File: config.mk
export PLATFORM = sky130hd
export DESIGN_NAME = spi_xfer_master
export DESIGN_NICKNAME = d
export VERILOG_FILES = /design/src/rtl/spi_xfer_pkg.sv /design/src/rtl/spi_clk_div.sv /design/src/rtl/spi_seq.sv /design/src/rtl/spi_shifter.sv /design/src/rtl/spi_xfer_master.sv
export SDC_FILE = /design/constraint.sdc
export NUM_CORES = 1
export LEC_CHECK = 0
export ABC_AREA = 0
export BUFFER_PORTS_ARGS = -buffer_cell sky130_fd_sc_hd__buf_2
export CAP_MARGIN = 20
export CORE_UTILIZATION = 55
export DETAILED_ROUTE_END_ITERATION = 8
export PLACE_DENSITY = 0.78
export SETUP_SLACK_MARGIN = 0.02
export SLEW_MARGIN = 0
export SYNTH_ARGS = -nofsm -noshare
export SYNTH_HDL_FRONTEND = slang
export SYNTH_SLANG_ARGS = --single-unit
File: constraint.sdc
create_clock -name clk -period 4.2 [get_ports clk]
set_clock_uncertainty 0.2 [all_clocks]
set_input_delay 0 -clock clk [delete_from_list [all_inputs] [get_ports clk]]
set_output_delay 0 -clock clk [all_outputs]
set_load 0.1 [all_outputs]
File: src/rtl/spi_xfer_pkg.sv
package spi_xfer_pkg;

  typedef enum logic [1:0] {
    ST_IDLE  = 2'd0,
    ST_LEAD  = 2'd1,
    ST_SHIFT = 2'd2,
    ST_TRAIL = 2'd3
  } xfer_state_t;

endpackage

File: src/rtl/spi_clk_div.sv
module spi_clk_div #(
  parameter int RATIO      = 5,
  parameter int SAMPLE_DLY = 2
) (
  input  logic clk,
  input  logic rst,
  input  logic run,
  output logic sclk,
  output logic fall_evt,
  output logic samp_evt,
  output logic wrap_evt
);
  localparam int CW   = (RATIO > 2) ? $clog2(RATIO) : 1;
  localparam int HALF = RATIO / 2;
  localparam logic [CW-1:0] C_LAST = CW'(RATIO - 1);
  localparam logic [CW-1:0] C_HALF = CW'(HALF);
  localparam logic [CW-1:0] C_HEND = CW'(HALF - 1);
  localparam logic [CW-1:0] C_SAMP = CW'(SAMPLE_DLY);

  logic [CW-1:0] cnt;

  // the count rests at zero while not running, so the first high phase is full length
  always_ff @(posedge clk) begin
    if (rst || !run)        cnt <= '0;
    else if (cnt == C_LAST) cnt <= '0;
    else                    cnt <= cnt + 1'b1;
  end

  assign sclk     = run && (cnt < C_HALF);
  // edge at which the count leaves the high phase: serial clock falls here
  assign fall_evt = run && (cnt == C_HEND);
  assign samp_evt = run && (cnt == C_SAMP);
  assign wrap_evt = run && (cnt == C_LAST);
endmodule

File: src/rtl/spi_seq.sv
module spi_seq
  import spi_xfer_pkg::*;
#(
  parameter int DATA_W     = 8,
  parameter int LEAD_CLKS  = 3,
  parameter int TRAIL_CLKS = 2
) (
  input  logic        clk,
  input  logic        rst,
  input  logic        start,
  input  logic        wrap_evt,
  output xfer_state_t state,
  output logic        last_bit,
  output logic        done
);
  localparam int MAXP = (LEAD_CLKS > TRAIL_CLKS) ? LEAD_CLKS : TRAIL_CLKS;
  localparam int PCW  = $clog2(MAXP + 1);
  localparam int BW   = (DATA_W > 2) ? $clog2(DATA_W) : 1;
  localparam logic [PCW-1:0] P_LEAD  = PCW'(LEAD_CLKS - 1);
  localparam logic [PCW-1:0] P_TRAIL = PCW'(TRAIL_CLKS - 1);
  localparam logic [BW-1:0]  B_LAST  = BW'(DATA_W - 1);

  logic [PCW-1:0] ph;
  logic [BW-1:0]  bidx;

  always_ff @(posedge clk) begin
    if (rst) begin
      state <= ST_IDLE;
      ph    <= '0;
      bidx  <= '0;
    end else begin
      case (state)
        ST_IDLE: if (start) begin
          state <= ST_LEAD;
          ph    <= '0;
          bidx  <= '0;
        end
        ST_LEAD: begin
          if (ph == P_LEAD) begin
            state <= ST_SHIFT;
            ph    <= '0;
          end else ph <= ph + 1'b1;
        end
        ST_SHIFT: if (wrap_evt) begin
          if (bidx == B_LAST) begin
            state <= ST_TRAIL;
            ph    <= '0;
          end else bidx <= bidx + 1'b1;
        end
        default: begin
          if (ph == P_TRAIL) state <= ST_IDLE;
          else               ph    <= ph + 1'b1;
        end
      endcase
    end
  end

  assign last_bit = (bidx == B_LAST);
  assign done     = (state == ST_TRAIL) && (ph == P_TRAIL);
endmodule

File: src/rtl/spi_shifter.sv
module spi_shifter #(
  parameter int DATA_W = 8
) (
  input  logic              clk,
  input  logic              rst,
  input  logic              load,
  input  logic [DATA_W-1:0] load_data,
  input  logic              shift_evt,
  input  logic              samp_evt,
  input  logic              miso,
  input  logic              done,
  output logic              mosi,
  output logic              rx_valid,
  output logic [DATA_W-1:0] rx_data
);
  logic [DATA_W-1:0] tx_sr;
  logic [DATA_W-1:0] rx_sr;

  always_ff @(posedge clk) begin
    if (rst) begin
      tx_sr <= '0;
      mosi  <= 1'b0;
    end else if (load) begin
      mosi  <= load_data[DATA_W-1];
      tx_sr <= {load_data[DATA_W-2:0], 1'b0};
    end else if (shift_evt) begin
      mosi  <= tx_sr[DATA_W-1];
      tx_sr <= {tx_sr[DATA_W-2:0], 1'b0};
    end
  end

  always_ff @(posedge clk) begin
    if (rst)           rx_sr <= '0;
    else if (samp_evt) rx_sr <= {rx_sr[DATA_W-2:0], miso};
  end

  always_ff @(posedge clk) begin
    if (rst) begin
      rx_valid <= 1'b0;
      rx_data  <= '0;
    end else begin
      rx_valid <= done;
      if (done) rx_data <= rx_sr;
    end
  end
endmodule

File: src/rtl/spi_xfer_master.sv
module spi_xfer_master
  import spi_xfer_pkg::*;
#(
  parameter int DATA_W     = 8,
  parameter int RATIO      = 5,
  parameter int LEAD_CLKS  = 3,
  parameter int TRAIL_CLKS = 2,
  parameter int SAMPLE_DLY = 2
) (
  input  logic              clk,
  input  logic              rst,
  input  logic              wr_valid,
  input  logic [DATA_W-1:0] wr_data,
  output logic              wr_ready,
  output logic              spi_cs_n,
  output logic              spi_sclk,
  output logic              spi_mosi,
  input  logic              spi_miso,
  output logic              rx_valid,
  output logic [DATA_W-1:0] rx_data
);
  generate
    if (RATIO < 2) begin : g_bad_ratio
      $error("RATIO must be at least 2");
    end
    if (LEAD_CLKS < 1 || TRAIL_CLKS < 1) begin : g_bad_guard
      $error("LEAD_CLKS and TRAIL_CLKS must be at least 1");
    end
    if (SAMPLE_DLY < 0 || SAMPLE_DLY >= RATIO) begin : g_bad_samp
      $error("SAMPLE_DLY must lie in 0 .. RATIO-1");
    end
    if (DATA_W < 2) begin : g_bad_width
      $error("DATA_W must be at least 2");
    end
  endgenerate

  xfer_state_t state;
  logic start, run, last_bit, done;
  logic fall_evt, samp_evt, wrap_evt;

  assign wr_ready = (state == ST_IDLE);
  assign start    = wr_valid && wr_ready;
  assign run      = (state == ST_SHIFT);
  assign spi_cs_n = (state == ST_IDLE);

  spi_clk_div #(.RATIO(RATIO), .SAMPLE_DLY(SAMPLE_DLY)) u_div (
    .clk(clk), .rst(rst), .run(run), .sclk(spi_sclk),
    .fall_evt(fall_evt), .samp_evt(samp_evt), .wrap_evt(wrap_evt)
  );

  spi_seq #(.DATA_W(DATA_W), .LEAD_CLKS(LEAD_CLKS), .TRAIL_CLKS(TRAIL_CLKS)) u_seq (
    .clk(clk), .rst(rst), .start(start), .wrap_evt(wrap_evt),
    .state(state), .last_bit(last_bit), .done(done)
  );

  spi_shifter #(.DATA_W(DATA_W)) u_sh (
    .clk(clk), .rst(rst), .load(start), .load_data(wr_data),
    .shift_evt(fall_evt && !last_bit), .samp_evt(samp_evt), .miso(spi_miso),
    .done(done), .mosi(spi_mosi), .rx_valid(rx_valid), .rx_data(rx_data)
  );
endmodule

# ---- Word-level counts from Yosys, hierarchy flattened
# Cells that the tools add are included.
dict set report word_totals {
  ff_bits 35
  wordCells 66
}
dict set report op_classes {
  eq_ne 15
  muxes 20
  magnitude_cmp 1
  reduce_logical 18
  addsub 3
}
# cell count
set ops {}
lappend ops {{two-way mux 2 bit} 10}
lappend ops {{two-way mux 8 bit} 2}
lappend ops {{case mux 2 bit (3 select lines)} 2}
lappend ops {{two-way mux 3 bit} 3}
lappend ops {{AND reduction 4 bit} 2}
lappend ops {{logical AND 1 bit} 7}
lappend ops {{adder 3 x 1 -> 3 bit, second input constant} 2}
lappend ops {{equality test 2 bit, second input constant} 3}
lappend ops {{equality test 3 bit, second input constant} 2}
lappend ops {{!= test 2 bit, second input constant} 3}
lappend ops {{case mux 3 bit (2 select lines)} 1}
lappend ops {{AND reduction 5 bit} 1}
lappend ops {{equality test 2 x 1 -> 1 bit, second input constant} 2}
lappend ops {{!= test 2 x 1 -> 1 bit, second input constant} 2}
lappend ops {{!= test 4 bit, second input constant} 1}
lappend ops {{nonzero test 2 bit} 2}
lappend ops {{nonzero test 4 bit} 1}
lappend ops {{equality test 3 x 1 -> 1 bit, second input constant} 1}
lappend ops {{equality test 3 x 2 -> 1 bit, second input constant} 1}
lappend ops {{less-than comparator 3 x 2 -> 1 bit, second input constant} 1}
lappend ops {{adder 2 x 1 -> 2 bit, second input constant} 1}
lappend ops {{zero test 1 bit} 2}
lappend ops {{zero test 2 bit} 1}
lappend ops {{two-way mux 1 bit} 2}
lappend ops {{2 further kinds} 2}

# ---- Depth between registers and ports, before layout
# Gate-level depths: netlist (run 1).
dict set report depth {
  word_depth 5
  depth_mapped 8
  mapped_depth_nobuf 6
}

# ---- By module
# A second synthesis (run 1) with hierarchy kept.
dict set report hier_totals {
  hier_cells 178
  hier_area_um2 1774.2
}
# mod area_per_inst_um2 cells_each instances
set by_module_without_submodules {}
lappend by_module_without_submodules {spi_shifter 962.2 89 1}
lappend by_module_without_submodules {spi_seq 576.8 64 1}
lappend by_module_without_submodules {spi_clk_div 198.9 20 1}
lappend by_module_without_submodules {spi_xfer_master 36.3 5 1}

# ---- Worst setup path after synthesis (run 1)
# OpenSTA, ideal clock, no wires.
dict set report synth_path {
  path_type {register -> register}
  startpoint {register u_seq.state[0]}
  endpoint {register u_sh.mosi}
  path_slack_ns 1.590
  path_stages_with_launch 9
  t_arrival_ns 2.320
  n_path_buf 2
  synth_period_minus_slack_ns 2.610
  t_required_ns 3.909
  path_cell_list {dfxtp_1 > inv_1 > ha_1 > buf_2 > nand2_2 > nand2_2 > buf_4 > nor2_1 > a311oi_1}
}
# element line_no
set synth_rtl {}
lappend synth_rtl {{from (decl)} spi_seq.sv:12} ;# output xfer_state_t state,
lappend synth_rtl {{from (signal assigned)} spi_seq.sv:28} ;# state <= ST_IDLE;
lappend synth_rtl {{from (signal assigned)} spi_seq.sv:34} ;# state <= ST_LEAD;
lappend synth_rtl {{from (signal assigned)} spi_seq.sv:40} ;# state <= ST_SHIFT;
lappend synth_rtl {{zero test 2 bit (*)} n/a}
lappend synth_rtl {{via spi_cs_n} spi_xfer_master.sv:15} ;# output logic spi_cs_n,
lappend synth_rtl {{logical AND 1 bit (*)} spi_xfer_master.sv:42} ;# assign start = wr_valid && wr_ready;
lappend synth_rtl {{two-way mux 1 bit / nonzero test 2 bit (equally long branches)} n/a}
lappend synth_rtl {{to (signal assigned)} spi_shifter.sv:24} ;# mosi <= load_data[DATA_W-1];
lappend synth_rtl {{to (signal assigned)} spi_shifter.sv:27} ;# mosi <= tx_sr[DATA_W-1];
lappend synth_rtl {{to (decl)} spi_shifter.sv:12} ;# output logic mosi,
# Mark *: on every way through the listed nets, which the timed path passes. The rest lies on a longest branch.
# A chain may end at the register's enable or synchronous reset.

# ---- Final worst setup path (run 1)
dict set report layout_path {
  startpoint {register u_seq.state[0]}
  endpoint {register u_sh.tx_sr[2]}
}
dict set report layout_via {
  elab_chain_len 4
}
# element line_no
set layout_lines {}
lappend layout_lines {{equality test 2 bit} spi_xfer_master.sv:43} ;# assign run = (state == ST_SHIFT);
lappend layout_lines {{logical AND 1 bit} spi_clk_div.sv:31} ;# assign fall_evt = run && (cnt == C_HEND);
lappend layout_lines {{logical AND 1 bit} spi_xfer_master.sv:58} ;# .shift_evt(fall_evt && !last_bit), .samp_evt(samp_evt), .miso(spi_miso),
lappend layout_lines {{nonzero test 2 bit (no source line)} n/a}
lappend layout_lines {{to (signal assigned)} spi_shifter.sv:25} ;# tx_sr <= {load_data[DATA_W-2:0], 1'b0};
lappend layout_lines {{to (signal assigned)} spi_shifter.sv:28} ;# tx_sr <= {tx_sr[DATA_W-2:0], 1'b0};
lappend layout_lines {{to (decl)} spi_shifter.sv:16} ;# logic [DATA_W-1:0] tx_sr;
# Several ways; a longest one is shown, not always the timed one.

==> impl_results.md, run 1 <==
- Status: finished with violations
- Violated checks: DRC
- Core Rows: 19
- Share of the yosys chip area belonging to registers: 0.406
- Number of cells on the worst hold path: 4
- CTS Buffer Depth: 2
- Aggregate global-route resource usage: 0.251
- Number of gates resized after CTS: 0
- LEAKAGE: 0.884 nW
- Arrival time reported for the critical path endpoint: 2.42 ns
- Total grt overflow: 0
- Count of pins over their slew limit: 0
- Relative max-transition margin: 0.581
- Wire per inst: 14.7 µm
- Post-synth ARST share: 0
- Count of endpoints failing setup in the final report: 0
- Post-Synthesis Net Count: 217
- Max capacitance violation total: 0
- Wire length of the first global-routing pass: 6.35 mm
- Path category of the worst min-delay check: input port to flip-flop
- Flop and latch count out of synthesis: 35
- Flip-flop and latch area: 701 µm²
- Final setup margin: 1.79 ns
- CP Buf/Inv Count: 2
- Transition time at the pin with the least slew margin: 0.629 ns
- Flip-flop cell with the highest count after synthesis: sky130_fd_sc_hd__dfxtp_1
- P&R area growth vs syn: 19.7%
- Total wire length after detailed routing: 3.82 mm
- Met2 usage: 0.453
- Root buf cell: sky130_fd_sc_hd__clkbuf_4
- R2R cell count: 5
- Most numerous cell types in the synthesized netlist: 35 x sky130_fd_sc_hd__dfxtp_1, 23 x sky130_fd_sc_hd__nor2_1, 19 x sky130_fd_sc_hd__nand2_1, 19 x sky130_fd_sc_hd__nand3_1, 16 x sky130_fd_sc_hd__ha_1
- Count of nets left with antenna violations after detail routing: 0
- Average cell area after synthesis: 9.12 µm²
- Floorplan die area: 3360 µm²
- Busiest grt layer: met2
- Synth area leaders: sky130_fd_sc_hd__dfxtp_1 41%, sky130_fd_sc_hd__ha_1 12%, sky130_fd_sc_hd__nand3_1 5.5%
- GP Congestion: 0.802
- Setup TNS: 0 ns
- Worst-skew pair later-pin latency: 0.34 ns
- Level count of the clock H-tree: 2
- Floorplan core area: 2850 µm²
- Cell family contributing the most delay on the critical path: buffers and inverters
- Cells after synthesis: 189
- Power density normalized to cell area: 577 nW/µm²
- Global-route track usage on met3: 0.0491
- Maximum achievable frequency: 415 MHz
- Number of global-route vias before repair: 1482
- Die Y: 58.0 µm
- Required time worst endpoint: 4.21 ns
- Unrepaired setup endpoints after global routing: false
- Synthesis Warnings: 0
- Most frequently used cell type in the post-synthesis netlist: sky130_fd_sc_hd__dfxtp_1
- WP depth: 5
- Total number of clock tree sinks: 35
- Biggest area consumer among synthesized cells: sky130_fd_sc_hd__dfxtp_1
- Worst-case vdd ir drop: 0.347 mV
- Number of I/O pins: 25
- Drt pass-1 iters: 6
- Total CTS buffers: 5
- Final critical-path share of the clock period: 0.573
- DR vias: 1496
- Total power consumption of the routed design: 1.19 mW
- Net count reported at finish: 256
- Final worst path period need: 2.41 ns
- Critical Setup Path Class: flip-flop to flip-flop
- Worst Setup End Kind: flip-flop
- Routed vias/inst: 5.78
- TritonCTS clock tree: built
- Initial standard-cell utilization of the core: 0.604
- Antenna violations before repair: 0
- Remaining DRCs: 3
- Port Buffers: 24
- Number of enable flip-flop cells after synthesis: 0
- Number of fill cells in the layout: 230
- CTS clk-pin slew, worst paths: 0.11 ns
- Fraction of final layout cells sized beyond drive strength 1: 0.167
- Series of cell instances along the critical path: inv_1 -> ha_1 -> nand3_1 -> dlygate4sd3_1 -> a311oi_1
- Detailed Place HPWL: 2.47 mm
- Total area of multi-input combinational cells: 925 µm²
- Critical Path Source Type: flip-flop
- Maximum single-stage delay on the critical path: 0.59 ns
- Synth cell types: 30
- Chip width: 58.0 µm
- Slowest-stage cell, CP: sky130_fd_sc_hd__dlygate4sd3_1
- Largest driver fanout on the critical path: 16
- Maximum number of pins on one net before global-route repair: 35
- DRC violation total after the first TritonRoute iteration: 94
- Area fraction of the dominant cell type after synthesis: 0.406
- Count of final hold-check violations: 0
- Placement-stage worst setup slack: 1.88 ns
- Diodes inserted: 0
- Met1 track demand over resource: 0.280
- Area of the mapped netlist: 1720 µm²
==> kinds of logic (layout without fill, tap and decap cells) <==
group,Yosys count,after routing,synth area share
buf+inv,20,59,0.0573
simple gates,79,79,0.227
flops,35,35,0.406
compound gates,30,30,0.141
mux,9,9,0.0523
fa+ha+maj,16,16,0.116
==> cells in the final DEF (no fill, tap or decap) <==
master / instances
sky130_fd_sc_hd__a2111oi_4: 1
sky130_fd_sc_hd__a211oi_1: 3
sky130_fd_sc_hd__a21boi_4: 1
sky130_fd_sc_hd__a21oi_1: 13
sky130_fd_sc_hd__a311oi_1: 9
sky130_fd_sc_hd__a31o_1: 1
sky130_fd_sc_hd__and3_1: 2
sky130_fd_sc_hd__buf_2: 24
sky130_fd_sc_hd__clkbuf_4: 5
sky130_fd_sc_hd__clkbuf_8: 1
sky130_fd_sc_hd__clkinv_2: 1
sky130_fd_sc_hd__dfxtp_1: 35
sky130_fd_sc_hd__dlygate4sd3_1: 19
sky130_fd_sc_hd__ha_1: 16
sky130_fd_sc_hd__inv_1: 9
sky130_fd_sc_hd__mux2i_1: 9
sky130_fd_sc_hd__nand2_1: 19
sky130_fd_sc_hd__nand2_2: 2
sky130_fd_sc_hd__nand2b_1: 3
sky130_fd_sc_hd__nand3_1: 19
sky130_fd_sc_hd__nand3_2: 1
sky130_fd_sc_hd__nand3b_1: 1
sky130_fd_sc_hd__nand4bb_1: 1
sky130_fd_sc_hd__nor2_1: 23
sky130_fd_sc_hd__nor2b_1: 3
sky130_fd_sc_hd__nor3_1: 2
sky130_fd_sc_hd__nor4_4: 1
sky130_fd_sc_hd__nor4b_1: 1
sky130_fd_sc_hd__o2111ai_1: 1
sky130_fd_sc_hd__o31ai_2: 1
sky130_fd_sc_hd__or4_1: 1
==> registers in the layout, indices dropped and copies added, names as in the netlist <==
register and flops:
u_sh.rx_data 8, u_sh.rx_sr 8, u_sh.tx_sr 7, u_div.cnt 3
u_seq.bidx 3, u_seq.ph 2, u_seq.state 2, u_sh.mosi 1
u_sh.rx_valid 1
==> area by class of cell <==
cell class                      count  share of cell area
Multi-Input combinational cell    134               0.448
Sequential cell                    35               0.339
Timing Repair Buffer               43               0.150
Clock buffer                        6              0.0248
Tap cell                           31              0.0188
Inverter                            9              0.0164
Clock inverter                      1             0.00242
==> path summary, 6_finish.rpt <==
kind                        start  slack [ns]              end
hold reg to reg   u_sh.rx_data[4]        0.26  u_sh.rx_data[4]
hold / removal           wr_valid        0.03        u_sh.mosi
setup / recovery   u_seq.state[0]        1.79    u_sh.tx_sr[2]
setup reg to reg   u_seq.state[0]        1.79    u_sh.tx_sr[2]
==> what timing repair did <==
item | 4_1_cts | 5_1_grt
hold buffers | 19 | 0
setup buffers | 0 | 0
endpoints found under the hold margin | 28 | 0
==> metal layers <==
layer  vias up  routed length (µm)
li1        739                   -
met4         0                 111
met3        13                 161
met2        38                1940
met5         -                   0
met1       706                1610
==> worst reg2reg max path: cells and delay by family (launching register included) <==
| kind | cells | cell delay, ns |
|---|---|---|
| compound gates | 1 | 0.38 |
| fa+ha+maj | 1 | 0.50 |
| simple gates | 1 | 0.11 |
| flops | 1 | 0.36 |
| buf+inv | 2 | 0.74 |
==> where the power goes <==
part           total [mW]  internal, mW  switching (mW)
registers           0.409         0.374          0.0341
clock network       0.186        0.0775           0.109
logic               0.597         0.192           0.405
total                1.19         0.644           0.547
==> metrics by stage <==
step / utilization / area (µm²) / instances / hold slack (ns)
2_1_floorplan: - / 1720 / 189 / -0.0561
4_1_cts: 0.724 / 2060 / 259 / 0.0116
3_3_place_gp: 0.637 / 1820 / 233 / 0.0332
5_1_grt: 0.724 / 2060 / 259 / 0.0518
6_report: 0.724 / 2060 / 259 / 0.0308
3_5_place_dp: 0.637 / 1820 / 233 / 0.0606
Power figures use the tool's default switching activity.
==> run 2, diff against run 1 <==
- clock period: 4.2 -> 2.5 ns (I/O delays scaled with it)
==> run 2 against run 1 <==
Sequential share of layout area shrank 0.80 points. Sequential power grew 68%. The flow still finishes with violations (DRC). Routed wire length fell by 3.8%. Critical path depth up 1. Sequential cell count unchanged. Final cell count is 0.39% higher. Largest cell class unchanged. Via count fell by 1.6%. Global-route usage fell by 1.9 points. Hold slack worse by 0.0027 ns. Maximum frequency rose by 5.7%. Die area unchanged. Clock power increased to 2.7 times the previous value.
==> impl_results.md, run 2 (synthesized netlist as in run 1, its figures left out) <==
- Status: finished with violations
- Violated checks: DRC
- Remaining DRCs: 2 (-1)
- GP Congestion: 0.784 (-2.2%)
- Fraction of final layout cells sized beyond drive strength 1: 0.175 (+0.00801)
- Level count of the clock H-tree: 2 (unchanged)
- Total grt overflow: 0 (unchanged)
- Total number of clock tree sinks: 35 (unchanged)
- R2R Path Start: u_seq.state[0]
- Most frequent standard cell in the layout excluding fill and tap cells: sky130_fd_sc_hd__dfxtp_1
- Count of final hold-check violations: 0 (unchanged)
- Power density normalized to cell area: 1040 nW/µm² (+80%)
- Count of pins over their slew limit: 0 (unchanged)
- Number of global-route vias before repair: 1431 (-3.4%)
- Chip width: 58.0 µm (unchanged)
- Die Y: 58.0 µm (unchanged)
- Worst hold start: wr_valid
- Diodes inserted: 0 (unchanged)
- Required time worst endpoint: 2.53 ns (-1.68 ns)
- Worst-skew pair later-pin latency: 0.33 ns (about the same)
- Port Buffers: 24 (unchanged)
- Total area of multi-input combinational cells: 930 µm² (+0.54%)
- Count of nets left with antenna violations after detail routing: 0 (unchanged)
- Floorplan die area: 3360 µm² (unchanged)
- Net count reported at finish: 256 (unchanged)
- Biggest registers after layout: u_sh.rx_data (8), u_sh.rx_sr (8), u_sh.tx_sr (7)
- Relative max-transition margin: 0.591 (+0.0105)
- R2R setup slack: 0.22 ns (-1.57 ns)
- Max capacitance violation total: 0 (unchanged)
- Initial standard-cell utilization of the core: 0.604 (unchanged)
- Setup TNS: 0 ns (unchanged)
- Aggregate global-route resource usage: 0.232 (-0.0189)
- Unrepaired setup endpoints after global routing: false
- P&R area growth vs syn: 22.6%
- DR vias: 1472 (-1.6%)
- CTS clk-pin slew, worst paths: 0.10 ns (about the same)
- Path category of the worst min-delay check: input port to flip-flop
- Worst Setup End Kind: flip-flop
- Final setup margin: 0.222 ns (-1.57 ns)
- Final worst path period need: 2.28 ns (-0.130 ns)
- LEAKAGE: 0.900 nW (+1.8%)
- Count of endpoints failing setup in the final report: 0 (unchanged)
- Flip-flop and latch area: 701 µm² (unchanged)
- Largest driver fanout on the critical path: 10 (-6)
- Floorplan core area: 2850 µm² (unchanged)
- Wire length of the first global-routing pass: 6.04 mm (-4.9%)
- CTS Buffer Depth: 2 (unchanged)
- TritonCTS clock tree: built
- Drt pass-1 iters: 6 (unchanged)
- Antenna violations before repair: 0 (unchanged)
- Transition time at the pin with the least slew margin: 0.613 ns (-0.0157 ns)
- Critical Setup Path Class: flip-flop to flip-flop
- Routed vias/inst: 5.66 (-2.0%)
- Number of cells on the worst hold path: 4 (unchanged)
- DRC violation total after the first TritonRoute iteration: 122 (+30%)
- Maximum number of pins on one net before global-route repair: 35 (unchanged)
- Worst-case vdd ir drop: 0.615 mV (+78%)
- Wire per inst: 14.1 µm (-4.1%)
- Arrival time reported for the critical path endpoint: 2.31 ns (-0.11 ns)
- Total CTS buffers: 5 (unchanged)
- Number of fill cells in the layout: 211 (-8.3%)
- Maximum achievable frequency: 439 MHz (+5.7%)
- Critical Path Source Type: flip-flop
- Endpoint, Worst Hold: u_sh.mosi
- Placement-stage worst setup slack: 0.313 ns (-1.56 ns)
- Number of I/O pins: 25 (unchanged)
- Core Rows: 19 (unchanged)
- Endpoint of the most critical register-to-register path: u_sh.rx_sr[0]
- R2R cell count: 6 (+1)
- Total wire length after detailed routing: 3.67 mm (-3.8%)
- Detailed Place HPWL: 2.37 mm (-3.9%)
- Highest-count cells in the layout ignoring fill and taps: 35 x sky130_fd_sc_hd__dfxtp_1, 24 x sky130_fd_sc_hd__buf_2, 23 x sky130_fd_sc_hd__nor2_1
- Root buf cell: sky130_fd_sc_hd__clkbuf_4
- Final critical-path share of the clock period: 0.911 (+0.338)
[run 2: what timing repair did]
action / CTS / global route
setup endpoints to repair: 0 / 1
buffers inserted: 0 / 0
hold buffers: 19 / 0
endpoints found under the hold margin: 28 / 0
resized for setup: 0 / 1
[run 2: per-layer routing]
layer,up-vias,track usage,part of all wire
met4,0,0.109,0.019
met2,43,0.420,0.52
met3,9,0.0402,0.044
met5,-,0,0
li1,736,-,-
met1,684,0.264,0.42
[run 2: stage by stage]
stage	instance area (µm²)	utilization	total power [mW]	std cells	hold slack, ns
global placement	1820	0.638	1.59	233	0.0328
detailed placement	1820	0.638	1.63	233	0.0462
global route	2110	0.741	2.30	260	0.0611
CTS	2110	0.740	2.18	260	0.00838
floorplan	1730	-	1.52	189	-0.0561
finish	2110	0.741	2.19	260	0.0281
[run 2: critical path, cell delays in order, from the launching register on]
cell                            delay (ns)
sky130_fd_sc_hd__dfxtp_1              0.37
sky130_fd_sc_hd__inv_1                0.16
sky130_fd_sc_hd__ha_2                 0.31
sky130_fd_sc_hd__nand3_2              0.29
sky130_fd_sc_hd__mux2i_1              0.23
sky130_fd_sc_hd__nor2_1               0.05
sky130_fd_sc_hd__dlygate4sd3_1        0.57
[run 2: cell type report]
cell class | count | share of cell area
repair buffers | 43 | 0.147
clock inverters | 2 | 0.0284
multi-input cells | 134 | 0.440
well taps | 31 | 0.0183
clock buffers | 6 | 0.0195
flip-flops and latches | 35 | 0.331
inverters | 9 | 0.0160
[run 2: how the worst max path moves through the flow]
| stage | endpoint | slack (ns) | startpoint | depth (start not counted) |
|---|---|---|---|---|
| final | u_sh.rx_sr[0] | 0.22 | u_seq.state[0] | 6 |
| after global routing | u_sh.rx_sr[0] | 0.02 | u_seq.state[0] | 6 |
| after CTS | u_sh.rx_sr[0] | 0.12 | u_seq.state[0] | 6 |
| after detailed placement | u_seq.state[1] | 0.31 | u_seq.state[0] | 6 |
| after global placement | u_seq.state[1] | 0.45 | u_seq.state[0] | 6 |
| after floorplan | u_seq.state[1] | 0.24 | u_seq.state[0] | 6 |
[run 2: where the power goes]
part | switching [mW] | internal (mW)
Sequential | 0.0565 | 0.629
Clock | 0.189 | 0.312
Combinational | 0.677 | 0.329
Total | 0.923 | 1.27
==> run 3, diff against run 2 <==
- CTS_BUF_LIST: unset -> sky130_fd_sc_hd__clkbuf_4
- HOLD_SLACK_MARGIN: unset -> 0.15
==> run 3 against run 2 <==
Highest routed layer unchanged. Combinational power hardly changed. Cell area grew 0.65%. Final cell count grew 0.38%. Non-clock buffer count grew 1. Hold slack improved by 0.24 ns. Routed wire length increased by 2.4%. Count of clock-buffer cells in the layout did not move. Core utilization up 0.48 points. Via count is 0.14% lower. Sequential share of layout area is 0.21 points lower. First-iteration DRC count down 12%. The flow still finishes with violations (DRC). Die area did not move.
==> impl_results.md, run 3 (synthesized netlist as in run 1, its figures left out) <==
- Status: finished with violations
- Violated checks: DRC
- GP Congestion: 0.784 (unchanged)
- Count of nets left with antenna violations after detail routing: 0 (unchanged)
- Arrival time reported for the critical path endpoint: 2.31 ns (about the same)
- Chip width: 58.0 µm (unchanged)
- Aggregate global-route resource usage: 0.236 (+0.00376)
- R2R cell count: 6 (unchanged)
- Fraction of final layout cells sized beyond drive strength 1: 0.178 (+0.00359)
- Root buf cell: sky130_fd_sc_hd__clkbuf_4
- Maximum achievable frequency: 438 MHz (-0.26%)
- DRC violation total after the first TritonRoute iteration: 107 (-12%)
- Relative max-transition margin: 0.586 (-0.00584)
- Worst-case vdd ir drop: 0.620 mV (+0.78%)
- Critical Setup Path Class: flip-flop to flip-flop
- Total wire length after detailed routing: 3.76 mm (+2.4%)
- R2R Path Start: u_seq.state[0]
- Count of endpoints failing setup in the final report: 0 (unchanged)
- Count of pins over their slew limit: 0 (unchanged)
- Number of fill cells in the layout: 209 (-0.95%)
- Largest driver fanout on the critical path: 10 (unchanged)
- Net count reported at finish: 257 (+0.39%)
- Routed vias/inst: 5.63 (-0.52%)
- Unrepaired setup endpoints after global routing: false
- Maximum number of pins on one net before global-route repair: 35 (unchanged)
- Final critical-path share of the clock period: 0.914 (+0.00236)
- Drt pass-1 iters: 6 (unchanged)
- Port Buffers: 24 (unchanged)
- LEAKAGE: 0.908 nW (+0.84%)
- Placement-stage worst setup slack: 0.313 ns (unchanged)
- Worst-skew pair later-pin latency: 0.33 ns (about the same)
- TritonCTS clock tree: built
- Post-CTS Setup Bufs: 0 (unchanged)
- Path category of the worst min-delay check: flip-flop to flip-flop
- Antenna violations before repair: 0 (unchanged)
- Floorplan core area: 2850 µm² (unchanged)
- Biggest registers after layout: u_sh.rx_data (8), u_sh.rx_sr (8), u_sh.tx_sr (7)
- Final core occ: 0.746 (+0.00482)
- Level count of the clock H-tree: 2 (unchanged)
- Worst hold start: u_sh.rx_data[3]
- Remaining DRCs: 2 (unchanged)
- Wire per inst: 14.4 µm (+2.0%)
- Endpoint, Worst Hold: u_sh.rx_data[3]
- R2R setup slack: 0.22 ns (about the same)
- Number of global-route vias before repair: 1429 (-0.14%)
- Most frequent standard cell in the layout excluding fill and tap cells: sky130_fd_sc_hd__dfxtp_1
- Diodes inserted: 0 (unchanged)
- Required time worst endpoint: 2.53 ns (about the same)
- Detailed Place HPWL: 2.37 mm (unchanged)
- Flip-flop and latch area: 701 µm² (unchanged)
- Critical Path Source Type: flip-flop
- Total number of clock tree sinks: 35 (unchanged)
- Wire length of the first global-routing pass: 6.10 mm (+1.0%)
- Final worst path period need: 2.28 ns (+0.00590 ns)
- Highest-count cells in the layout ignoring fill and taps: 35 x sky130_fd_sc_hd__dfxtp_1, 24 x sky130_fd_sc_hd__buf_2, 23 x sky130_fd_sc_hd__nor2_1
- Total CTS buffers: 5 (unchanged)
- P&R area growth vs syn: 23.4%
- Die Y: 58.0 µm (unchanged)
- Transition time at the pin with the least slew margin: 0.622 ns (+0.00877 ns)
- Count of final hold-check violations: 0 (unchanged)
- CTS Buffer Depth: 2 (unchanged)
- Number of I/O pins: 25 (unchanged)
- Core Rows: 19 (unchanged)
- Power density normalized to cell area: 1040 nW/µm² (about the same)
- Max capacitance violation total: 0 (unchanged)
- CTS clk-pin slew, worst paths: 0.11 ns (about the same)
- Endpoint of the most critical register-to-register path: u_sh.rx_sr[0]
- Total area of multi-input combinational cells: 930 µm² (unchanged)
- Total grt overflow: 0 (unchanged)
- Setup TNS: 0 ns (unchanged)
- Worst Setup End Kind: flip-flop
- Number of cells on the worst hold path: 2 (-2)
- Final setup margin: 0.216 ns (-0.00590 ns)
- Initial standard-cell utilization of the core: 0.604 (unchanged)
- DR vias: 1470 (-0.14%)
- Floorplan die area: 3360 µm² (unchanged)
## run 3: worst max path at each step
stage | from | to | cells past startpoint
6_report | u_seq.state[0] | u_sh.rx_sr[0] | 6
5_1_grt | u_seq.state[0] | u_sh.rx_sr[0] | 6
4_1_cts | u_seq.state[0] | u_sh.rx_sr[0] | 6
3_5_place_dp | u_seq.state[0] | u_seq.state[1] | 6
3_3_place_gp | u_seq.state[0] | u_seq.state[1] | 6
2_1_floorplan | u_seq.state[0] | u_seq.state[1] | 6
## run 3: power breakdown
part | switching, mW | total (mW) | internal [mW] | leakage [nW]
Clock | 0.191 | 0.514 | 0.323 | 0.0559
Combinational | 0.679 | 1.01 | 0.330 | 0.567
Sequential | 0.0564 | 0.685 | 0.629 | 0.284
## run 3: routing by layer
layer | vias up | track usage | share of wire | wire, µm
li1 | 740 | - | - | -
met1 | 672 | 0.270 | 0.43 | 1610
met2 | 49 | 0.427 | 0.51 | 1920
met3 | 9 | 0.0402 | 0.041 | 154
met4 | 0 | 0.109 | 0.019 | 70
met5 | - | 0 | 0 | 0
## run 3: worst max-delay path, cell delays in order, from the launching register on
cell and delay (ns):
sky130_fd_sc_hd__dfxtp_1 0.36, sky130_fd_sc_hd__inv_1 0.16, sky130_fd_sc_hd__ha_2 0.31, sky130_fd_sc_hd__nand3_2 0.29
sky130_fd_sc_hd__mux2i_1 0.23, sky130_fd_sc_hd__nor2_1 0.05, sky130_fd_sc_hd__dlygate4sd3_1 0.57
## run 3: final cells by class
type / instances / area share
Clock inverter: 2 / 0.0282
Sequential cell: 35 / 0.329
Inverter: 9 / 0.0159
Tap cell: 31 / 0.0182
Multi-Input combinational cell: 134 / 0.437
Timing Repair Buffer: 44 / 0.150
Clock buffer: 6 / 0.0212
## run 3: what timing repair did
action                                  in CTS  in global routing
gates resized for setup                      0                  1
hold buffers                                20                  0
endpoints found under the setup margin       0                  1
hold endpoints to repair                    33                  0
## run 3: through the flow
step | power [mW] | hold WS, ns | std cells | instance area [µm²]
after floorplan | 1.52 | -0.0561 | 189 | 1730
after global placement | 1.59 | 0.0328 | 233 | 1820
after detailed placement | 1.63 | 0.0462 | 233 | 1820
after CTS | 2.19 | 0.267 | 261 | 2130
after global routing | 2.31 | 0.294 | 261 | 2130
final | 2.21 | 0.265 | 261 | 2130
